==> config.mk <==
export PLATFORM = sky130hd
export DESIGN_NAME = galois_prng
export DESIGN_NICKNAME = d
export VERILOG_FILES = /design/src/rtl/galois_prng_pkg.sv /design/src/rtl/galois_prng_ctrl.sv /design/src/rtl/galois_prng_next.sv /design/src/rtl/galois_prng_regs.sv /design/src/rtl/galois_prng.sv
export SDC_FILE = /design/constraint.sdc
export NUM_CORES = 1
export LEC_CHECK = 0
export BUFFER_PORTS_ARGS = -buffer_cell sky130_fd_sc_hd__buf_2
export CAP_MARGIN = 20
export CORE_MARGIN = 2
export CORE_UTILIZATION = 48
export CTS_BUF_LIST = sky130_fd_sc_hd__clkbuf_4
export CTS_CLUSTER_DIAMETER = 200
export DETAILED_ROUTE_END_ITERATION = 10
export MAX_ROUTING_LAYER = met4
export PLACE_DENSITY = 0.89
export SYNTH_ARGS = -nofsm -noshare
export SYNTH_HDL_FRONTEND = slang
export SYNTH_SLANG_ARGS = --single-unit
==> constraint.sdc <==
create_clock -name clk -period 1.4 [get_ports clk]
set_clock_uncertainty 0.1 [all_clocks]
set_input_delay 0 -clock clk [delete_from_list [all_inputs] [get_ports clk]]
set_output_delay 0 -clock clk [all_outputs]
set_load 0.02 [all_outputs]
==> src/rtl/galois_prng_pkg.sv <==
package galois_prng_pkg;

  // What the register does on the coming clock edge
  typedef enum logic [1:0] {
    ACT_HOLD  = 2'd0,
    ACT_STEP  = 2'd1,
    ACT_LOAD  = 2'd2,
    ACT_RESET = 2'd3
  } prng_act_e;

  // Word-wide form of one internal-feedback step, for any width up to 64
  function automatic logic [63:0] galois_advance(input logic [63:0] cur,
                                                 input logic [63:0] taps);
    logic [63:0] shifted;
    shifted = cur >> 1;
    if (cur[0]) galois_advance = shifted ^ taps;
    else        galois_advance = shifted;
  endfunction

  // Priority decode: reset, then load, then enable
  function automatic prng_act_e pick_action(input logic r, input logic l,
                                            input logic e);
    if (r)      pick_action = ACT_RESET;
    else if (l) pick_action = ACT_LOAD;
    else if (e) pick_action = ACT_STEP;
    else        pick_action = ACT_HOLD;
  endfunction

endpackage

==> src/rtl/galois_prng_ctrl.sv <==
module galois_prng_ctrl
  import galois_prng_pkg::*;
(
  input  logic      rst,
  input  logic      en,
  input  logic      load,
  output prng_act_e act,
  output logic      step_fire,
  output logic      load_fire
);

  always_comb begin
    act       = pick_action(rst, load, en);
    step_fire = (act == ACT_STEP);
    load_fire = (act == ACT_LOAD);
  end

endmodule

==> src/rtl/galois_prng_next.sv <==
module galois_prng_next #(
  parameter int unsigned          WIDTH    = 16,
  parameter logic [WIDTH-1:0]     TAP_MASK = 16'hB400
) (
  input  logic [WIDTH-1:0] cur,
  output logic [WIDTH-1:0] nxt,
  output logic             fb_bit
);

  assign fb_bit = cur[0];

  // Top bit takes the outgoing bit directly
  assign nxt[WIDTH-1] = fb_bit;

  // Every lower position: upper neighbour, inverted at tap positions
  genvar gi;
  generate
    for (gi = 0; gi < WIDTH - 1; gi++) begin : g_bit
      if (TAP_MASK[gi]) begin : g_tap
        assign nxt[gi] = cur[gi+1] ^ fb_bit;
      end else begin : g_pass
        assign nxt[gi] = cur[gi+1];
      end
    end
  endgenerate

endmodule

==> src/rtl/galois_prng_regs.sv <==
module galois_prng_regs
  import galois_prng_pkg::*;
#(
  parameter int unsigned      WIDTH      = 16,
  parameter logic [WIDTH-1:0] TAP_MASK   = 16'hB400,
  parameter logic [WIDTH-1:0] INIT_STATE = 16'h0001
) (
  input  logic             clk,
  input  logic             rst,
  input  prng_act_e        act,
  input  logic             step_fire,
  input  logic             load_fire,
  input  logic [WIDTH-1:0] seed,
  input  logic [WIDTH-1:0] nxt,
  output logic [WIDTH-1:0] state_q,
  output logic             bit_q
);

  always_ff @(posedge clk) begin
    case (act)
      ACT_RESET: state_q <= INIT_STATE;
      ACT_LOAD:  state_q <= seed;
      ACT_STEP:  state_q <= nxt;
      default:   state_q <= state_q;
    endcase
  end

  always_ff @(posedge clk) begin
    if (act == ACT_RESET)      bit_q <= 1'b0;
    else if (act == ACT_STEP)  bit_q <= state_q[0];
  end

  localparam logic [63:0] MASK64 = 64'(TAP_MASK);

  // reset value
  a_r1_reset_value: assert property (@(posedge clk)
    rst |=> (state_q == INIT_STATE) && !bit_q);

  // zero outgoing bit gives a plain shift
  a_r2_plain_shift: assert property (@(posedge clk) disable iff (rst)
    (step_fire && !state_q[0]) |=> state_q == ($past(state_q) >> 1));

  // one outgoing bit inverts the taps and sets the top bit
  a_r3_tap_invert: assert property (@(posedge clk) disable iff (rst)
    (step_fire && state_q[0]) |=>
      (state_q == WIDTH'(galois_advance(64'($past(state_q)), MASK64))) &&
      state_q[WIDTH-1]);

  // idle edge holds everything
  a_r4_idle_hold: assert property (@(posedge clk) disable iff (rst)
    (!step_fire && !load_fire) |=> $stable(state_q) && $stable(bit_q));

  // load takes the seed and leaves the serial bit alone
  a_r5_load_seed: assert property (@(posedge clk) disable iff (rst)
    load_fire |=> (state_q == $past(seed)) && $stable(bit_q));

  // serial bit is the pre-step bit 0
  a_r6_serial_bit: assert property (@(posedge clk) disable iff (rst)
    step_fire |=> bit_q == $past(state_q[0]));

  // zero state locks up
  a_r7_lockup: assert property (@(posedge clk) disable iff (rst)
    (step_fire && state_q == '0) |=> (state_q == '0) && !bit_q);

endmodule

==> src/rtl/galois_prng.sv <==
module galois_prng
  import galois_prng_pkg::*;
#(
  parameter int unsigned      WIDTH      = 16,
  parameter logic [WIDTH-1:0] TAP_MASK   = 16'hB400,
  parameter logic [WIDTH-1:0] INIT_STATE = 16'h0001
) (
  input  logic             clk,
  input  logic             rst,
  input  logic             en,
  input  logic             load,
  input  logic [WIDTH-1:0] seed,
  output logic             bit_out,
  output logic [WIDTH-1:0] state
);

  prng_act_e        act;
  logic             step_fire;
  logic             load_fire;
  logic             fb_bit;
  logic [WIDTH-1:0] nxt_state;
  logic [WIDTH-1:0] state_q;
  logic             bit_q;

  galois_prng_ctrl u_ctrl (
    .rst       (rst),
    .en        (en),
    .load      (load),
    .act       (act),
    .step_fire (step_fire),
    .load_fire (load_fire)
  );

  galois_prng_next #(
    .WIDTH    (WIDTH),
    .TAP_MASK (TAP_MASK)
  ) u_next (
    .cur    (state_q),
    .nxt    (nxt_state),
    .fb_bit (fb_bit)
  );

  galois_prng_regs #(
    .WIDTH      (WIDTH),
    .TAP_MASK   (TAP_MASK),
    .INIT_STATE (INIT_STATE)
  ) u_regs (
    .clk       (clk),
    .rst       (rst),
    .act       (act),
    .step_fire (step_fire),
    .load_fire (load_fire),
    .seed      (seed),
    .nxt       (nxt_state),
    .state_q   (state_q),
    .bit_q     (bit_q)
  );

  assign state   = state_q;
  assign bit_out = bit_q;

  // the top bit of the next value follows the outgoing bit
  a_r3_top_follows_fb: assert property (@(posedge clk) disable iff (rst)
    step_fire |=> state_q[WIDTH-1] == $past(fb_bit));

endmodule

# Yosys cells after proc, flatten, opt, wreduce, memory -nomap -nowiden
# Cells that the tools add are included.
[totals] register_bits=17 elab_cells=13
[op_classes] eq_ne=3 n_mux=4 bitwise=3 reduce_logical=1
[op_table] operator="$pmux W16 S3" count=1
[op_table] operator="$eq A2 B2 Y1 const B" count=2
[op_table] operator="$mux W2" count=2
[op_table] operator="$reduce_bool A3 Y1" count=1
[op_table] operator="$xor A1 B1 Y1" count=3
[op_table] operator="$eq A2 B1 Y1 const B" count=1
[op_table] operator="$mux W1" count=1

# Logic depth before layout (Yosys ltp)
[depth] ltp_word=5 ltp_mapped=7 mapped_depth_nobuf=5

# Cells and area by module
# A second synthesis with hierarchy kept.
[unflattened] cells_unflattened=86 area_unflattened_um2=1026.0
[modules_own_cells] mod="galois_prng_regs" instances=1 cells_per_inst=63 area_each_um2=859.6 seq_area_each_um2=500.5
[modules_own_cells] mod="galois_prng_next" instances=1 cells_per_inst=17 area_each_um2=131.4 seq_area_each_um2=0.0
[modules_own_cells] mod="galois_prng_ctrl" instances=1 cells_per_inst=6 area_each_um2=35.0 seq_area_each_um2=0.0

# Worst setup path after synthesis
# OpenSTA, ideal clock, no wires.
[synth_path] kind="input port to flip-flop" startpoint="input port rst" endpoint="register u_regs.state_q[4], data pin" t_arrival_ps=939 t_required_ps=1043 path_slack_ps=105 stages=6 path_buffers=2 cell_sequence="or2_2 ha_1 buf_4 buf_6 a22oi_1 nor2_1"
[synth_between] elab_chain_cells=3 word_cells_on_any_way=5
[synth_lines] element="from (decl)" line_no="galois_prng.sv:9" rtl="input logic rst,"
[synth_lines] element="$mux W2 *" line_no="galois_prng_pkg.sv:23" rtl="if (r) pick_action = ACT_RESET;"
[synth_lines] element="$eq A2 B1 Y1 or $eq A2 B2 Y1 (tied branches)" line_no="galois_prng_regs.sv:20" rtl="case (act)"
[synth_lines] element="$pmux W16 S3 *" line_no="galois_prng_regs.sv:20"
[synth_lines] element="to (signal assigned)" line_no="galois_prng_regs.sv:23" rtl="ACT_STEP: state_q <= nxt;"
[synth_lines] element="to (signal assigned)" line_no="galois_prng_regs.sv:24" rtl="default: state_q <= state_q;"
[synth_lines] element="to (decl)" line_no="galois_prng_regs.sv:15" rtl="output logic [WIDTH-1:0] state_q,"
# Mark *: on every way between the ends. The rest lies on a longest branch, timed or not.
# A chain may end at the register's enable or synchronous reset.

# Final worst setup path
[layout_path] startpoint="input port rst" endpoint="register u_regs.state_q[10], data pin"
# Same word-level chain as after synthesis.

==> results.md <==
* Status: finished clean
* WS Path Type: primary input to register
* YS warnings at 0
* Die footprint at 2125 um^2
* First-pass GRT wire length at 3015 um
* Routed wire length at 2108 um
* Gate Count Post-Synth at 70
* Maximum VDD drop at 0.6288 mV
* Register area at 500.5 um^2
* Placer congestion estimate at 0.7760
* CTS tree: done
* Seq cells post-synth at 17
* Least-Margin Pin Slew at 0.6064 ns
* Clock Latency Late Sink at 0.29 ns
* GR Overflow Total at 0
* DR iter-0 viols at 28
* Max_cap viols at 0
* I/O Pins at 37
* Antenna-violating nets left at 0
* Max-slew violations at 0
* Initial antenna violation count at 0
* DIE WIDTH at 46.10 um
* Wirelength per Cell at 14.64 um
* Reg clk slew, reported paths at about 0.10 ns
* Tcrit/Tclk final at 0.8541
* Root Driver: clkbuf_4
* Synthesized cell area at between 800 and 900 um^2
* Initial Utilization at 0.5037
* Dpl hpwl at 1445 um
* Crit path arrival time at between 1 and 1.5 ns
* Fin crit period at 1.196 ns
* Internal Power at 839.8 uW
* Total Routing Usage GR at 0.2159
* Dpl ws at -0.08904 ns
* Comb pwr share at 0.238
* Critical Path Source Type: primary input
* CP endpoint kind: register
* Hold-fix buffers at CTS at 16
* Layout Nets at 152
* Vias in the first global route at 692
* Longest Clk Path Bufs at 2
* Post_cts resized at 0
* TritonCTS Sinks at 17
* Static leakage at roughly 0.0006 uW
* Core Util, Final at 0.7356
* First drt pass iteration count at 5
* CP Max Fanout at 8
* Final Cell Area at 1242 um^2
* Port Buffers at 36
* Htree depth at 1
* Sw Share at 0.2838
* Chip height at 46.10 um
* PnR worst setup slack at 0.2043 ns
* Post-synthesis sequential area ratio at 0.5882
* Clk network pwr share at 0.224
* Slew HR at 0.5953
* Unrepaired setup endpoints after global routing: no
* Total CTS buffers at 3
* Area after DPL at 1055 um^2
* Final Hold Slack at about 0.023 ns
* Sw power at around 330 uW
* Final Hold Violating Endpoints at 0
* Share of cells above drive strength 1 at 0.3701
* Post-CTS Setup Bufs at 0
* Syn Nets at 94
* Synth-to-layout area growth at 46.03%
* Multi-input logic area at approximately 300 um^2
* Fillers at 117
* Worst min path class: primary input to register
* Unique masters post-synth at 18
* PwrDens at 943.7 nW/um^2
* ANT cells at 0
* Rows at 15
* Via count at 778
* Setup violations, final at 0
* Sequential power share at 0.537
* Req. time, crit path at 1.43 ns
* Largest net degree at the start of global routing at 17
* Residual DRC at 0
* Syn avg cell area at between 10 and 15 um^2
* Vias/cell at 5.403
* FMAX at about 840 MHz
* Core region area at 1689 um^2
## kinds of logic after synthesis
family	after synthesis	share of synthesized area
AO/OA/AOI/OAI	19	0.1529
XOR/XNOR	3	0.03089
adder cells (fa/ha/maj)	4	0.05883
buffers and inverters	8	0.06322
flip-flops	17	0.5882
AND/OR/NAND/NOR	19	0.1059
## layout by cell type (no fill, tap or decap), types with 2 or more instances in the layout
cell type	netlist	layout
ha_1	4	4
a22oi_1	11	11
nand3b_1	3	3
dlygate4sd3_1	0	16
a21oi_1	3	3
xnor2_1	3	3
nand2_1	2	2
edfxtp_1	16	16
buf_4	2	6
nor2_1	11	11
buf_2	1	36
nand2b_1	2	2
o21ai_0	3	3
inv_1	3	3
clkbuf_4	0	3
## layer usage
layer / global-route usage / wire [um] / vias to the layer above / part of all wire
li1: - / - / 368 / -
met1: 0.2353 / 869 / 373 / 0.41
met2: 0.3833 / 1127 / 32 / 0.53
met3: 0.03922 / 69 / 5 / 0.033
met4: 0.08571 / 42 / 0 / 0.020
met5: - / 0 / - / 0
## power groups by stage
| stage | clock, uW | combinational [uW] | sequential, uW |
|---|---|---|---|
| after floorplan | 0 | 106 | 684 |
| after CTS | 264 | 276 | 631 |
| after global routing | 290 | 300 | 635 |
| after detailed placement | 0 | 241 | 642 |
| after global placement | 0 | 235 | 638 |
| final | 263 | 280 | 630 |
## metrics by stage
stage	power, uW	setup TNS, ns	std cells
final	1172	0	144
after global routing	1224	0	144
after CTS	1171	0	144
after detailed placement	883.3	-0.7967	124
after global placement	873.3	-0.2523	124
after floorplan	789.7	0	70
## path summary, 6_finish.rpt
check / from / end / slack (ns) / depth (start not counted)
worst max-delay path: rst / u_regs.state_q[10] / 0.20 / 5
worst min-delay path: load / u_regs.bit_q / 0.02 / 4
worst max register to register: u_regs.state_q[0] / u_regs.state_q[12] / 0.23 / 2
worst min register to register: u_regs.bit_q / u_regs.bit_q / 0.39 / 2
## sequential cells by signal, summed over array words and instances (netlist names)
name,flops
u_regs.state_q,16
u_regs.bit_q,1
## critical path: stages
cell	delay [ns]
buf_2	0.11
or2_2	0.32
ha_1	0.39
nand2b_1	0.20
o21ai_0	0.21
## final cells by class
type                    instances  area share
clock buffers                   3     0.01813
flip-flops and latches         17      0.4028
well taps                      17     0.01712
multi-input cells              45      0.2387
inverters                       3    0.009063
repair buffers                 58      0.3102
clock inverters                 1    0.004028
## cells in the mapped netlist
| cell type | count | area, um^2 |
|---|---|---|
| a21o_1 | 1 | 7.510 |
| a21oi_1 | 3 | 15.01 |
| a221o_1 | 1 | 10.01 |
| a22oi_1 | 11 | 82.58 |
| buf_2 | 1 | 5.000 |
| buf_4 | 2 | 15.01 |
| buf_6 | 2 | 22.52 |
| dfxtp_1 | 1 | 20.02 |
| edfxtp_1 | 16 | 480.5 |
| ha_1 | 4 | 50.05 |
| inv_1 | 3 | 11.26 |
| nand2_1 | 2 | 7.510 |
| nand2b_1 | 2 | 12.51 |
| nand3b_1 | 3 | 22.52 |
| nor2_1 | 11 | 41.29 |
| o21ai_0 | 3 | 15.01 |
| or2_2 | 1 | 6.260 |
| xnor2_1 | 3 | 26.28 |
(Power assumes the default switching activity.)
